**src/rtl/sag_pkg.sv**
```systemverilog
package sag_pkg;

   typedef enum logic [1:0] {
      SEG_ES = 2'd0,
      SEG_CS = 2'd1,
      SEG_SS = 2'd2,
      SEG_DS = 2'd3
   } seg_code_e;

   localparam logic [1:0] MOD_NODISP = 2'b00;
   localparam logic [1:0] MOD_DISP8  = 2'b01;
   localparam logic [1:0] MOD_DISP16 = 2'b10;
   localparam logic [1:0] MOD_REGDIR = 2'b11;

   localparam logic [2:0] RM_DIRECT  = 3'd6;

endpackage

```
**src/rtl/sag_offset_unit.sv**
```systemverilog
module sag_offset_unit
   import sag_pkg::*;
#(
   parameter int OFS_W   = 16,
   parameter int SDISP_W = 8
) (
   input  logic [1:0]       mod_i,
   input  logic [2:0]       rm_i,
   input  logic [OFS_W-1:0] disp_i,
   input  logic [OFS_W-1:0] bx_i,
   input  logic [OFS_W-1:0] bp_i,
   input  logic [OFS_W-1:0] si_i,
   input  logic [OFS_W-1:0] di_i,
   output logic [OFS_W-1:0] offset_o,
   output logic             bp_base_o
);

   localparam int EXT_W = OFS_W - SDISP_W;

   generate
      if (EXT_W < 1) begin : g_bad_width
         $error("sag_offset_unit: OFS_W must exceed SDISP_W");
      end
   endgenerate

   logic [OFS_W-1:0] base_v;
   logic [OFS_W-1:0] index_v;
   logic [OFS_W-1:0] short_disp;
   logic [OFS_W-1:0] disp_ext;

   assign short_disp = {{EXT_W{disp_i[SDISP_W-1]}}, disp_i[SDISP_W-1:0]};

   always_comb begin
      base_v  = '0;
      index_v = '0;
      case (rm_i)
         3'd0: begin base_v = bx_i; index_v = si_i; end
         3'd1: begin base_v = bx_i; index_v = di_i; end
         3'd2: begin base_v = bp_i; index_v = si_i; end
         3'd3: begin base_v = bp_i; index_v = di_i; end
         3'd4: base_v = si_i;
         3'd5: base_v = di_i;
         3'd6: base_v = (mod_i == MOD_NODISP) ? '0 : bp_i;
         default: base_v = bx_i;
      endcase
   end

   always_comb begin
      case (mod_i)
         MOD_NODISP: disp_ext = (rm_i == RM_DIRECT) ? disp_i : '0;
         MOD_DISP8:  disp_ext = short_disp;
         MOD_DISP16: disp_ext = disp_i;
         default:    disp_ext = '0;
      endcase
   end

   assign offset_o  = base_v + index_v + disp_ext;

   assign bp_base_o = (rm_i == 3'd2) || (rm_i == 3'd3) ||
                      ((rm_i == RM_DIRECT) && (mod_i != MOD_NODISP));

endmodule

```
**src/rtl/sag_segment_select.sv**
```systemverilog
module sag_segment_select
   import sag_pkg::*;
#(
   parameter int SEG_W = 16
) (
   input  logic             fetch_i,
   input  logic             ovr_en_i,
   input  logic [1:0]       ovr_seg_i,
   input  logic             bp_base_i,
   input  logic [SEG_W-1:0] es_i,
   input  logic [SEG_W-1:0] cs_i,
   input  logic [SEG_W-1:0] ss_i,
   input  logic [SEG_W-1:0] ds_i,
   output logic [1:0]       code_o,
   output logic [SEG_W-1:0] value_o
);

   seg_code_e pick;

   always_comb begin
      if (fetch_i)
         pick = SEG_CS;
      else if (ovr_en_i)
         pick = seg_code_e'(ovr_seg_i);
      else if (bp_base_i)
         pick = SEG_SS;
      else
         pick = SEG_DS;
   end

   always_comb begin
      case (pick)
         SEG_ES:  value_o = es_i;
         SEG_CS:  value_o = cs_i;
         SEG_SS:  value_o = ss_i;
         default: value_o = ds_i;
      endcase
   end

   assign code_o = pick;

   always_comb begin
      AST_FETCH_NOT_OVERRIDDEN: assert (!fetch_i || pick == SEG_CS);
   end

endmodule

```
**src/rtl/sag_phys_compose.sv**
```systemverilog
module sag_phys_compose #(
   parameter int SEG_W = 16,
   parameter int OFS_W = 16,
   parameter int SHIFT = 4
) (
   input  logic [SEG_W-1:0]       seg_i,
   input  logic [OFS_W-1:0]       offset_i,
   output logic [SEG_W+SHIFT-1:0] phys_o
);

   localparam int PA_W = SEG_W + SHIFT;

   generate
      if (OFS_W > PA_W) begin : g_bad_ofs
         $error("sag_phys_compose: offset wider than physical address");
      end
      if (SHIFT < 1) begin : g_bad_shift
         $error("sag_phys_compose: SHIFT must be positive");
      end
   endgenerate

   logic [PA_W-1:0] seg_scaled;
   logic [PA_W-1:0] ofs_zext;

   assign seg_scaled = {seg_i, {SHIFT{1'b0}}};
   assign ofs_zext   = PA_W'(offset_i);
   assign phys_o     = seg_scaled + ofs_zext;

   always_comb begin
      AST_LOW_BITS_FROM_OFFSET: assert (phys_o[SHIFT-1:0] == offset_i[SHIFT-1:0]);
   end

endmodule

```
**src/rtl/seg_addr_gen.sv**
```systemverilog
module seg_addr_gen
   import sag_pkg::*;
#(
   parameter int OFS_W   = 16,
   parameter int SEG_W   = 16,
   parameter int SHIFT   = 4,
   parameter int SDISP_W = 8,
   parameter bit REG_OUT = 1'b1,
   localparam int PA_W   = SEG_W + SHIFT
) (
   input  logic             clk,
   input  logic             rst_n,
   input  logic             req_valid,
   input  logic             req_fetch,
   input  logic [1:0]       ea_mod,
   input  logic [2:0]       ea_rm,
   input  logic [OFS_W-1:0] ea_disp,
   input  logic             ovr_en,
   input  logic [1:0]       ovr_seg,
   input  logic [OFS_W-1:0] reg_bx,
   input  logic [OFS_W-1:0] reg_bp,
   input  logic [OFS_W-1:0] reg_si,
   input  logic [OFS_W-1:0] reg_di,
   input  logic [OFS_W-1:0] reg_ip,
   input  logic [SEG_W-1:0] seg_es,
   input  logic [SEG_W-1:0] seg_cs,
   input  logic [SEG_W-1:0] seg_ss,
   input  logic [SEG_W-1:0] seg_ds,
   output logic             out_valid,
   output logic [PA_W-1:0]  out_addr,
   output logic [OFS_W-1:0] out_offset,
   output logic [1:0]       out_seg
);

   logic [OFS_W-1:0] ea_offset;
   logic             bp_base;
   logic [OFS_W-1:0] sel_offset;
   logic [1:0]       seg_code;
   logic [SEG_W-1:0] seg_value;
   logic [PA_W-1:0]  phys;
   logic             accept;

   sag_offset_unit #(
      .OFS_W   (OFS_W),
      .SDISP_W (SDISP_W)
   ) u_offset (
      .mod_i     (ea_mod),
      .rm_i      (ea_rm),
      .disp_i    (ea_disp),
      .bx_i      (reg_bx),
      .bp_i      (reg_bp),
      .si_i      (reg_si),
      .di_i      (reg_di),
      .offset_o  (ea_offset),
      .bp_base_o (bp_base)
   );

   sag_segment_select #(
      .SEG_W (SEG_W)
   ) u_segsel (
      .fetch_i   (req_fetch),
      .ovr_en_i  (ovr_en),
      .ovr_seg_i (ovr_seg),
      .bp_base_i (bp_base),
      .es_i      (seg_es),
      .cs_i      (seg_cs),
      .ss_i      (seg_ss),
      .ds_i      (seg_ds),
      .code_o    (seg_code),
      .value_o   (seg_value)
   );

   assign sel_offset = req_fetch ? reg_ip : ea_offset;

   sag_phys_compose #(
      .SEG_W (SEG_W),
      .OFS_W (OFS_W),
      .SHIFT (SHIFT)
   ) u_compose (
      .seg_i    (seg_value),
      .offset_i (sel_offset),
      .phys_o   (phys)
   );

   assign accept = req_valid && (req_fetch || (ea_mod != MOD_REGDIR));

   generate
      if (REG_OUT) begin : g_reg
         logic             valid_q;
         logic [PA_W-1:0]  addr_q;
         logic [OFS_W-1:0] ofs_q;
         logic [1:0]       seg_q;

         always_ff @(posedge clk) begin
            if (!rst_n) begin
               valid_q <= 1'b0;
               addr_q  <= '0;
               ofs_q   <= '0;
               seg_q   <= '0;
            end else begin
               valid_q <= accept;
               if (accept) begin
                  addr_q <= phys;
                  ofs_q  <= sel_offset;
                  seg_q  <= seg_code;
               end
            end
         end

         assign out_valid  = valid_q;
         assign out_addr   = addr_q;
         assign out_offset = ofs_q;
         assign out_seg    = seg_q;

         AST_ACCEPT_PULSE: assert property (@(posedge clk) disable iff (!rst_n)
            (req_valid && (req_fetch || ea_mod != MOD_REGDIR)) |=> out_valid);
         AST_IDLE_HOLD: assert property (@(posedge clk) disable iff (!rst_n)
            !req_valid |=> (!out_valid && $stable(out_addr) && $stable(out_offset) && $stable(out_seg)));
         AST_REGDIR_DROP: assert property (@(posedge clk) disable iff (!rst_n)
            (req_valid && !req_fetch && ea_mod == MOD_REGDIR) |=> (!out_valid && $stable(out_addr)));
         AST_FETCH_CS_IP: assert property (@(posedge clk) disable iff (!rst_n)
            (req_valid && req_fetch) |=> (out_seg == SEG_CS && out_offset == $past(reg_ip)));
         AST_OVERRIDE_WINS: assert property (@(posedge clk) disable iff (!rst_n)
            (req_valid && !req_fetch && ovr_en && ea_mod != MOD_REGDIR) |=> (out_seg == $past(ovr_seg)));
      end else begin : g_comb
         assign out_valid  = accept;
         assign out_addr   = phys;
         assign out_offset = sel_offset;
         assign out_seg    = seg_code;
      end
   endgenerate

endmodule

```
**config.mk**
```make
export PLATFORM = sky130hd
export DESIGN_NAME = seg_addr_gen
export DESIGN_NICKNAME = d
export VERILOG_FILES = /design/src/rtl/sag_pkg.sv /design/src/rtl/sag_offset_unit.sv /design/src/rtl/sag_segment_select.sv /design/src/rtl/sag_phys_compose.sv /design/src/rtl/seg_addr_gen.sv
export SDC_FILE = /design/constraint.sdc
export NUM_CORES = 1
export LEC_CHECK = 0
export BUFFER_PORTS_ARGS = -buffer_cell sky130_fd_sc_hd__buf_2
export CORE_MARGIN = 2
export CORE_UTILIZATION = 53
export DETAILED_ROUTE_END_ITERATION = 12
export PLACE_DENSITY = 0.89
export SLEW_MARGIN = 40
export SYNTH_ARGS = -nofsm -noshare
export SYNTH_HDL_FRONTEND = slang
export SYNTH_SLANG_ARGS = --single-unit
export TNS_END_PERCENT = 1
```
**constraint.sdc**
```tcl
create_clock -name clk -period 15.1 [get_ports clk]
set_clock_uncertainty 0.2 [all_clocks]
set_input_delay 4.53 -clock clk [delete_from_list [all_inputs] [get_ports clk]]
set_output_delay 4.53 -clock clk [all_outputs]
set_load 0.02 [all_outputs]
```
Yosys cells after proc, flatten, opt, wreduce, memory -nomap -nowiden
Index checks and enable logic that the tools add are counted.
{"block": "classes", "n_addsub": 3, "n_reduce_logical": 12, "n_mux": 10, "eq_ne": 11}
{"cell": "16-bit one-hot mux with 3 select lines", "count": 2}
{"cell": "16-bit one-hot mux with 4 select lines", "count": 1}
{"cell": "16-bit two-way mux", "count": 3}
{"cell": "16-bit adder", "count": 2}
{"cell": "16-bit one-hot mux with 2 select lines", "count": 1}
{"cell": "20-bit by 16-bit adder with 20-bit output", "count": 1}
{"cell": "3-bit equality test, second input constant", "count": 3}
{"cell": "3-bit by 2-bit equality test with 1-bit output, second input constant", "count": 2}
{"cell": "2-bit OR reduction", "count": 3}
{"cell": "2-bit by 1-bit equality test with 1-bit output, second input constant", "count": 2}
{"cell": "2-bit equality test, second input constant", "count": 2}
{"cell": "2-bit logical NOT", "count": 2}
{"cell": "2-bit two-way mux", "count": 2}
{"cell": "3-bit by 1-bit equality test with 1-bit output, second input constant", "count": 1}
{"cell": "3-bit logical NOT", "count": 1}
{"cell": "1-bit logical OR", "count": 3}
{"cell": "1-bit logical AND", "count": 2}
{"cell": "2-bit inequality test, second input constant", "count": 1}
{"cell": "2-bit nonzero test", "count": 1}
{"cell": "1-bit two-way mux", "count": 1}
{"block": "word_totals", "inputBits": 172, "out_inout_bits": 39, "register_bits": 39}

Logic depth before layout (Yosys ltp)
Gate-level depths: netlist of run 1.
{"block": "logic_depth", "depth_word": 9, "mapped_depth": 27, "depth_no_buf": 27}

By module
A second synthesis of run 1 with hierarchy kept.
{"block": "hier_totals", "hier_cells": 624, "area_unflattened_um2": 4963.5}
{"module": "sag_offset_unit", "area_each_um2": 1929.4, "instances": 1, "cells_each": 275}
{"module": "seg_addr_gen", "area_each_um2": 1721.7, "instances": 1, "cells_each": 190}
{"module": "sag_phys_compose", "area_each_um2": 735.7, "instances": 1, "cells_each": 101}
{"module": "sag_segment_select", "area_each_um2": 576.8, "instances": 1, "cells_each": 58}

Worst setup path before layout of run 1
No wires, ideal clock.
{"block": "synth_timing", "path_kind": "input -> register", "from": "in ea_rm[0]", "to": "reg g_reg.addr_q[17], in the netlist out_addr[17]", "slack_ns": 5.453, "arrival_time_ns": 9.309, "setup_ns": 0.138, "path_stages": 23, "t_required_ns": 14.762, "cell_sequence": "clkbuf_1 > clkbuf_1 > mux2_2 > nand2_1 > fa_1 > inv_1 > ha_1 > inv_1 > fa_1 > nand2b_1 > a21oi_1 > a211oi_1 > a21o_1 > ha_1 > a21o_1 > a21oi_1 > nor2b_1 > o21a_1 > o21ai_0 > o211ai_1 > a311o_1 > a2111oi_0 > a2111oi_1"}
{"item": "from (decl)", "line": "seg_addr_gen.sv:16", "text": "input logic [2:0] ea_rm,"}
{"item": "3-bit by 2-bit equality test with 1-bit output (tied with other cells)", "line": "sag_offset_unit.sv:36", "text": "case (rm_i)"}
{"item": "2-bit OR reduction (no line)"}
{"item": "16-bit one-hot mux with 4 select lines or 16-bit one-hot mux with 2 select lines (tied branches)", "line": "sag_offset_unit.sv:36"}
{"item": "16-bit adder", "line": "sag_offset_unit.sv:57", "text": "assign offset_o = base_v + index_v + disp_ext;"}
{"item": "16-bit adder *", "line": "sag_offset_unit.sv:57"}
{"item": "16-bit two-way mux *", "line": "seg_addr_gen.sv:73", "text": "assign sel_offset = req_fetch ? reg_ip : ea_offset;"}
{"item": "net sel_offset[5]", "line": "seg_addr_gen.sv:37", "text": "logic [OFS_W-1:0] sel_offset;"}
{"item": "20-bit by 16-bit adder with 20-bit output *", "line": "sag_phys_compose.sv:27", "text": "assign phys_o = seg_scaled + ofs_zext;"}
{"item": "to (signal assigned)", "line": "seg_addr_gen.sv:103", "text": "addr_q <= phys;"}
{"item": "to (decl)", "line": "seg_addr_gen.sv:90", "text": "logic [PA_W-1:0] addr_q;"}
The timed path passes the listed nets; every way through them passes the cells marked *.
A chain may end at the register's enable or synchronous reset.

Worst setup path in the final report of run 1
{"block": "layout_timing", "from": "in ea_rm[2]", "to": "reg g_reg.addr_q[17], in the netlist out_addr[17]"}
Same word-level chain as after synthesis.

==> impl_metrics.json, run 1 <==
{
  "fillers": 758,
  "synth_edf_count": 0,
  "p_int_mw": 0.294,
  "critical-path-slowest-cell": "a2111oi_0",
  "pwr-share-comb_pct": 66.0,
  "m1WireLength_um": 6410,
  "postCtsSetupBuffers": 0,
  "synth_area_mm2": 0.00462,
  "r2r_slack_ps": 13910,
  "max_freq_ghz": 0.0917,
  "io_pins": 211,
  "gp_congestion": 0.914,
  "die_area_mm2": 0.00949,
  "grt_setup_unrepaired": "no",
  "die_h_um": 97.4,
  "drv_cap": 0,
  "drtIter0Drc": 356,
  "grt_pass1_vias": 5231,
  "cts_root_buf": "clkbuf_8",
  "cts_hold_buf": 0,
  "place_ws_ps": 4030,
  "worstHoldEndpoint": "out_addr[8]",
  "max_slew.worst_pin.slew_ps": 766,
  "numCtsBuffers": 5,
  "end_kind": "flip-flop",
  "cp.required_ps": 15030,
  "worstPathCellList": "buf_2, inv_1, or3_1, a21oi_1, nand2_1, fa_1, inv_1, ha_1, inv_1, fa_1, nand2b_1, a21oi_1, a211oi_1, a21o_1, ha_1, a21o_1, a21oi_1, nor2b_1, o21a_1, o21ai_0, o211ai_1, a311o_1, a2111oi_0, a2111oi_1",
  "r2r_end": "out_addr[17]",
  "cts_buffer_depth": 2,
  "grt_pass1_wl_um": 25000,
  "finalWirelength_um": 15300,
  "yosysWarningCount": 0,
  "crit_fanout": 31,
  "htree_levels": 2,
  "cp-start-kind": "input port",
  "rows": 34,
  "wl_met2_um": 7420,
  "wl_met3_um": 1180,
  "drt_first_pass_iters": 6,
  "ir_drop_v": 0.0000446,
  "cp_num_cells": 24,
  "diodes": 0,
  "grt_max_degree": 45,
  "postRouteAntennaNets": 0,
  "dp_cells": 909,
  "grt_usage_pct": 31.4,
  "crit_family": "compound AO/OA/AOI/OAI gates",
  "r2r_cells": 2,
  "setup_viol": 0,
  "netSwitchingFraction_pct": 46.0,
  "synth_nets": 843,
  "critical_path_buf_inv_count": 4,
  "synth_seq_cells": 35,
  "regArea_um2": 701,
  "yosysSeqAreaShare_pct": 15.2,
  "critical-path-max-stage-delay_ps": 490,
  "drc": 0,
  "vias": 5409,
  "synth_cell_types": 69,
  "path_class": "input port to flip-flop",
  "multi_input_area_mm2": 0.00363,
  "clk_pin_slew_ps": 70,
  "drt-wirelength-per-cell_um": 16.7,
  "hold_viol_final": 0,
  "cts_sinks": 35,
  "status": "finished clean",
  "drive_gt1_share_pct": 31.4,
  "area_delta_synth_final_pct": 24.7,
  "min_period_over_period_pct": 72.2,
  "worst_slack_ps": 4190,
  "hold_start": "out_addr[8]",
  "synth_ff_type": "dfxtp_1",
  "coreArea_mm2": 0.00859,
  "port_buffers": 210,
  "num-nets-final": 1022,
  "max_slew_margin_pct": 48.9,
  "hold_depth": 2,
  "p_sw_mw": 0.250,
  "final.setup.tns_ps": 0,
  "power.leakage_nw": 2.87,
  "clock_power_share_pct": 12.6,
  "period_needed_ps": 10910,
  "viasPerCell": 5.91,
  "clk_latency_ps": 280,
  "hpwl_um": 12500,
  "cts_resized": 0,
  "syn_avg_cell_area_um2": 7.35,
  "crit_arrival_ps": 10830,
  "top_layer_used": "met4",
  "fin_util_pct": 67.1,
  "rr_startpoint": "out_addr[17]",
  "slew_violations": 0,
  "antenna_found_initial": 0,
  "whs_ps": 254,
  "power_density_mw_per_mm2": 94.4,
  "worstHoldPathType": "flip-flop to flip-flop",
  "cts_tree": "yes",
  "grt-ovfl-total": 0,
  "p_seq_share_pct": 21.4,
  "async_reset_ff_share_pct": 0,
  "start_util_pct": 53.8,
  "netlist_instances": 629,
  "instances_no_fill": 916,
  "fp.dieW_um": 97.4
}
==> power by group through the flow <==
stage	Clock, mW	Sequential [mW]	Combinational (mW)
2_1_floorplan	0	0.136	0.238
3_3_place_gp	0	0.118	0.338
3_5_place_dp	0	0.118	0.351
4_1_cts	0.0687	0.116	0.354
5_1_grt	0.0731	0.118	0.394
6_report	0.0686	0.116	0.359
==> worst max path at each step <==
stage	startpoint	end	slack, ps
floorplan	ea_rm[0]	out_addr[17]	5450
finish	ea_rm[2]	out_addr[17]	4190
global placement	ea_rm[2]	out_addr[17]	4420
global route	ea_rm[2]	out_addr[17]	3810
detailed placement	ea_rm[2]	out_addr[17]	4030
CTS	ea_rm[2]	out_addr[17]	4290
==> cells in the final DEF (no fill, tap or decap), types with 14 or more instances in the layout <==
| cell | netlist | routed |
|---|---|---|
| a211oi_1 | 16 | 16 |
| fa_1 | 17 | 17 |
| a21oi_1 | 66 | 63 |
| inv_1 | 36 | 36 |
| dfxtp_1 | 35 | 35 |
| mux2i_1 | 14 | 14 |
| buf_2 | 3 | 210 |
| nor2_1 | 66 | 66 |
| nand2_1 | 67 | 67 |
| ha_1 | 25 | 25 |
| o21ai_0 | 23 | 23 |
==> worst min-delay path: stages (launching register included) <==
cell and delay, ps:
dfxtp_1 310, nand2_1 50, a21oi_1 50
==> synthesized netlist by cell type, drive strengths merged, types with 9 or more instances <==
cell	number	share of area [%]
fa	17	7.4
ha	25	6.8
a21o	13	2.1
xor2	9	1.7
mux2	13	3.2
o21ai	24	2.6
inv	36	2.9
xnor2	10	1.9
clkbuf	27	2.2
mux2i	14	3.0
nand3	12	1.4
nand2	67	5.4
nor2	66	5.4
and2	14	2.0
buf	14	1.7
o211ai	9	1.6
a222oi	12	2.6
dfxtp	35	15
nor3	13	1.4
a211oi	20	3.7
o22ai	11	1.5
a21oi	66	7.1
==> flip-flops by register name (all words and copies together), names as in the netlist <==
signal / flops
out_addr: 20
out_offset: 12
out_seg: 2
out_valid: 1
==> per-stage QoR <==
| step | total power [mW] | instance area (um2) |
|---|---|---|
| 5_1_grt | 0.586 | 5770 |
| 4_1_cts | 0.539 | 5750 |
| 6_report | 0.544 | 5770 |
| 2_1_floorplan | 0.374 | 4620 |
| 3_5_place_dp | 0.469 | 5660 |
| 3_3_place_gp | 0.456 | 5660 |
==> metal layers <==
| metal | global-route usage, % | up-vias |
|---|---|---|
| met5 | 0 | - |
| met4 | 9.40 | 0 |
| met3 | 4.82 | 28 |
| met2 | 55.2 | 280 |
| met1 | 39.6 | 2450 |
| li1 | - | 2651 |
==> area by class of cell <==
type | instances | share of cell area, %
multi-input cells | 517 | 63.0
flip-flops and latches | 35 | 12.2
well taps | 108 | 2.34
inverters | 36 | 2.34
clock inverters | 1 | 0.0868
clock buffers | 6 | 1.43
repair buffers | 213 | 18.6
==> logic make-up (layout without fill, tap and decap cells) <==
| kind of cell | count (synthesis) | in the layout | share of synthesized area (%) |
|---|---|---|---|
| AOI/OAI and AO/OA | 211 | 211 | 31.7 |
| xor gates and xnor gates | 19 | 19 | 3.60 |
| adders and majority gates | 42 | 42 | 14.1 |
| buffers and inverters | 77 | 256 | 6.82 |
| DFF | 35 | 35 | 15.2 |
| muxes | 27 | 27 | 6.20 |
| and+or+nand+nor | 218 | 218 | 22.4 |
No activity file was read; power rests on OpenSTA's default activity.
==> inputs of run 2 (changes only) <==
- CORE_UTILIZATION: 53 -> 49
- PLACE_DENSITY: 0.89 -> 0.83
- clock period: 15.1 -> 10.4 ns (I/O delays scaled with it)
==> run 2 against run 1 <==
Register-to-register slack worse by 4600 ps. Global-route usage down 2.8 points. First-iteration DRC count is 22% higher. Critical path type unchanged. Non-clock buffer count rose by 2. Setup slack worse by 3000 ps. Clock power grew 42%. Sequential power rose by 46%. Die area is 7.8% higher.
==> impl_metrics.json, run 2 (same netlist as run 1, synthesis figures left out) <==
{
  "final.setup.tns_ps": 0,
  "period_needed_ps": 9240,
  "cp-start-kind": "input port",
  "antenna_found_initial": 0,
  "r2r_slack_ps": 9300,
  "crit_fanout": 31,
  "cts_resized": 0,
  "grt-busiest-layer": "met2",
  "critical_path_buf_inv_count": 4,
  "postCtsSetupBuffers": 0,
  "grt-ovfl-total": 0,
  "coreArea_mm2": 0.00920,
  "whs_ps": 253,
  "setup_viol": 0,
  "grt_pass1_wl_um": 24000,
  "critical-path-max-stage-delay_ps": 480,
  "slew_violations": 0,
  "max_slew.worst_pin.slew_ps": 783,
  "p_sw_mw": 0.363,
  "path_class": "input port to flip-flop",
  "die_area_mm2": 0.0102,
  "viasPerCell": 6.02,
  "htree_levels": 2,
  "use_met3_pct": 3.38,
  "drt-wirelength-per-cell_um": 16.5,
  "netSwitchingFraction_pct": 46.2,
  "worstHoldPathType": "flip-flop to flip-flop",
  "grt_usage_pct": 28.6,
  "hpwl_um": 12300,
  "drv_cap": 0,
  "grt_pass1_vias": 5214,
  "clk_latency_ps": 280,
  "power.leakage_nw": 2.88,
  "crit_path_frequent_cell": "a21oi_1",
  "drc": 0,
  "drt_first_pass_iters": 6,
  "area_delta_synth_final_pct": 24.8,
  "pwr-share-comb_pct": 66.1,
  "cts_sinks": 35,
  "crit_arrival_ps": 9220,
  "power_density_mw_per_mm2": 136,
  "p_int_mw": 0.422,
  "cts_buffer_depth": 2,
  "r2r_cells": 2,
  "r2r_end": "out_addr[17]",
  "critPathCapture": "out_addr[16]",
  "use_met2_pct": 47.6,
  "rows": 35,
  "cts_hold_buf": 0,
  "cp.required_ps": 10380,
  "end_kind": "flip-flop",
  "die_h_um": 101,
  "final_common_cell": "buf_2",
  "clock_power_share_pct": 12.4,
  "grt_setup_unrepaired": "no",
  "max_slew_margin_pct": 47.7,
  "met1_usage_pct": 38.4,
  "cp_num_cells": 26,
  "placedInstanceArea_mm2": 0.00568,
  "postRouteAntennaNets": 0,
  "io_pins": 211,
  "rr_startpoint": "out_addr[17]",
  "startpoint": "ea_rm[2]",
  "finalWirelength_um": 15200,
  "vias": 5555,
  "cts_tree": "yes",
  "min_period_over_period_pct": 88.9,
  "drive_gt1_share_pct": 31.2,
  "largest_reg_flops": 20,
  "grt_max_degree": 45,
  "clk_pin_slew_ps": 70,
  "critical-path-slowest-cell": "a21oi_1",
  "gp_congestion": 0.962,
  "status": "finished clean",
  "num-nets-final": 1024,
  "numCtsBuffers": 5,
  "fp.dieW_um": 101,
  "max_freq_ghz": 0.108,
  "ir_drop_v": 0.0000632,
  "port_buffers": 210,
  "drtIter0Drc": 436,
  "diodes": 0,
  "start_util_pct": 50.3,
  "layout_common_cells": "buf_2, nand2_1, nor2_1, a21oi_1, inv_1",
  "hold_viol_final": 0,
  "fin_area_mm2": 0.00577,
  "fin_util_pct": 62.7,
  "crit_family": "compound AO/OA/AOI/OAI gates",
  "cts_root_buf": "clkbuf_8",
  "p_seq_share_pct": 21.6
}
[run 2: cell count changes in the layout (fill, tap and decap cells not counted), sizes merged]
cell | before | now
buf | 213 | 215
clkbuf | 6 | 7
[run 2: metrics by stage]
stage / instances / setup WS, ps / power [mW]
2_1_floorplan: 629 / 2160 / 0.543
3_3_place_gp: 914 / 1170 / 0.663
3_5_place_dp: 914 / 972 / 0.678
4_1_cts: 922 / 1280 / 0.777
5_1_grt: 922 / 527 / 0.845
6_report: 922 / 1160 / 0.785
[run 2: metal layers]
layer	up-vias	wire [um]
li1	2656	-
met4	0	493
met5	-	0
met3	42	1220
met2	298	7020
met1	2559	6450
[run 2: cell type report]
class	instances	area, um2
multi-input combinational	517	3630
fill	841	3430
timing repair buffer	215	1090
sequential	35	701
tap	111	139
inverter	36	135
clock buffer	7	76.3
clock inverter	1	5.00
[run 2: power groups by stage]
stage	combinational, mW	sequential (mW)	clock, mW
CTS	0.510	0.169	0.0984
finish	0.519	0.169	0.0971
detailed placement	0.506	0.172	0
floorplan	0.345	0.197	0
global route	0.571	0.171	0.103
global placement	0.492	0.171	0
[run 2: how the worst min path moves through the flow]
stage | startpoint | endpoint | slack [ps] | cells past startpoint
detailed placement | out_addr[10] | out_addr[10] | 250 | 2
CTS | out_addr[10] | out_addr[10] | 260 | 2
floorplan | out_addr[10] | out_addr[10] | 330 | 2
global placement | out_addr[10] | out_addr[10] | 240 | 2
global route | out_offset[8] | out_offset[8] | 270 | 2
finish | out_addr[10] | out_addr[10] | 250 | 2
[run 2: worst register-to-register path, cell delays in order (launching register included)]
cell       delay [ps]
dfxtp_1           360
a21oi_1            80
a2111oi_1         350
==> inputs of run 3 (changes only) <==
- PLACE_DENSITY: 0.83 -> not set
- PLACE_DENSITY_LB_ADDON: not set -> 0.25
==> run 3 against run 2 <==
First-iteration DRC count is 37% lower. Global-route usage is 1.4 points lower. Highest routed layer unchanged. Via count down 2.1%. Cell area is 0.48% higher. Largest cell class unchanged. Sequential power about the same. Combinational power shrank 2%. Critical path type unchanged. Power grew 2.6%.
==> impl_metrics.json, run 3 (same netlist as run 1, synthesis figures left out) <==
{
  "placedInstanceArea_mm2": 0.00569,
  "end_kind": "flip-flop",
  "grt_pass1_wl_um": 23100,
  "p_total_mw": 0.805,
  "crit_fanout": 38,
  "finalWirelength_um": 14200,
  "cts_tree": "yes",
  "drt_first_pass_iters": 8,
  "postRouteAntennaNets": 0,
  "final.setup.tns_ps": 0,
  "cp.required_ps": 10350,
  "cp-start-kind": "input port",
  "setup_viol": 0,
  "power.leakage_nw": 2.90,
  "numCtsBuffers": 5,
  "io_pins": 211,
  "grt_setup_unrepaired": "no",
  "hpwl_um": 11500,
  "drive_gt1_share_pct": 31.4,
  "max_slew.worst_pin.slew_ps": 818,
  "grt_max_degree": 45,
  "cts_hold_buf": 0,
  "cts_buffer_depth": 2,
  "max_freq_ghz": 0.110,
  "crit_arrival_ps": 9020,
  "status": "finished clean",
  "postCtsSetupBuffers": 0,
  "largest_reg_flops": 20,
  "critical-path-slowest-cell": "buf_2",
  "path_class": "input port to flip-flop",
  "drc": 0,
  "area_delta_synth_final_pct": 25.4,
  "die_area_mm2": 0.0102,
  "diodes": 0,
  "drt-wirelength-per-cell_um": 15.4,
  "gp_congestion": 0.933,
  "r2r_cells": 2,
  "htree_levels": 2,
  "layout_common_cells": "buf_2, nand2_1, a21oi_1, nor2_1, inv_1",
  "critical_path_buf_inv_count": 3,
  "fillers": 865,
  "hold_viol_final": 0,
  "coreArea_mm2": 0.00920,
  "grt_usage_pct": 27.3,
  "fin_util_pct": 63.0,
  "dp_cells": 915,
  "fin_area_mm2": 0.00580,
  "final_common_cell": "buf_2",
  "slew_violations": 0,
  "regArea_um2": 701,
  "min_period_over_period_pct": 87.3,
  "cts_root_buf": "clkbuf_8",
  "port_buffers": 210,
  "grt_pass1_vias": 5099,
  "clk_latency_ps": 290,
  "multi_input_area_mm2": 0.00361,
  "num-nets-final": 1025,
  "viasPerCell": 5.89,
  "ir_drop_v": 0.0000665,
  "instances_no_fill": 923,
  "cts_resized": 0,
  "period_needed_ps": 9080,
  "cts_sinks": 35,
  "max_slew_margin_pct": 45.5,
  "grt-ovfl-total": 0,
  "fp.dieW_um": 101,
  "worstHoldPathType": "flip-flop to flip-flop",
  "power_density_mw_per_mm2": 139,
  "cp_num_cells": 25,
  "start_util_pct": 50.3,
  "crit_family": "compound AO/OA/AOI/OAI gates",
  "vias": 5440,
  "antenna_found_initial": 0,
  "critical-path-max-stage-delay_ps": 560,
  "hold_depth": 2,
  "die_h_um": 101,
  "clk_pin_slew_ps": 80,
  "drv_cap": 0,
  "drtIter0Drc": 275,
  "rows": 35
}
-- run 3: final cells by class --
type,instances,share of cell area [%]
Sequential cell,35,12.1
Clock inverter,3,0.755
Clock buffer,5,1.19
Inverter,36,2.33
Multi-Input combinational cell,517,62.3
Timing Repair Buffer,216,18.9
Tap cell,111,2.40
-- run 3: stage by stage --
stage | worst slack, ps | hold slack [ps]
2_1_floorplan | 2160 | 330
3_3_place_gp | 1380 | 241
3_5_place_dp | 1110 | 243
4_1_cts | 1360 | 253
5_1_grt | 768 | 277
6_report | 1320 | 252
-- run 3: layer usage --
layer  global-route usage (%)  wire [um]
met3                     4.00        961
met5                        0          0
met1                     36.4       6090
met2                     47.0       6960
met4                     5.41        212
-- run 3: worst paths after layout --
check	endpoint	slack, ps	startpoint
worst max register to register	out_addr[17]	9300	out_addr[17]
worst max-delay path	out_addr[17]	1320	ea_rm[0]
worst min-delay path	out_addr[10]	250	out_addr[10]
worst min register to register	out_addr[10]	250	out_addr[10]
-- run 3: worst min-delay path, delay by kind of cell (launching register included) --
kind,cells,cell delay (ps)
AO/OA/AOI/OAI,1,50
AND/OR/NAND/NOR,1,50
flip-flops,1,310
-- run 3: power breakdown --
| group | total (mW) | switching, mW | internal (mW) |
|---|---|---|---|
| registers | 0.168 | 0.0117 | 0.156 |
| logic | 0.511 | 0.292 | 0.218 |
| clock network | 0.126 | 0.0550 | 0.0714 |
| total | 0.805 | 0.359 | 0.446 |
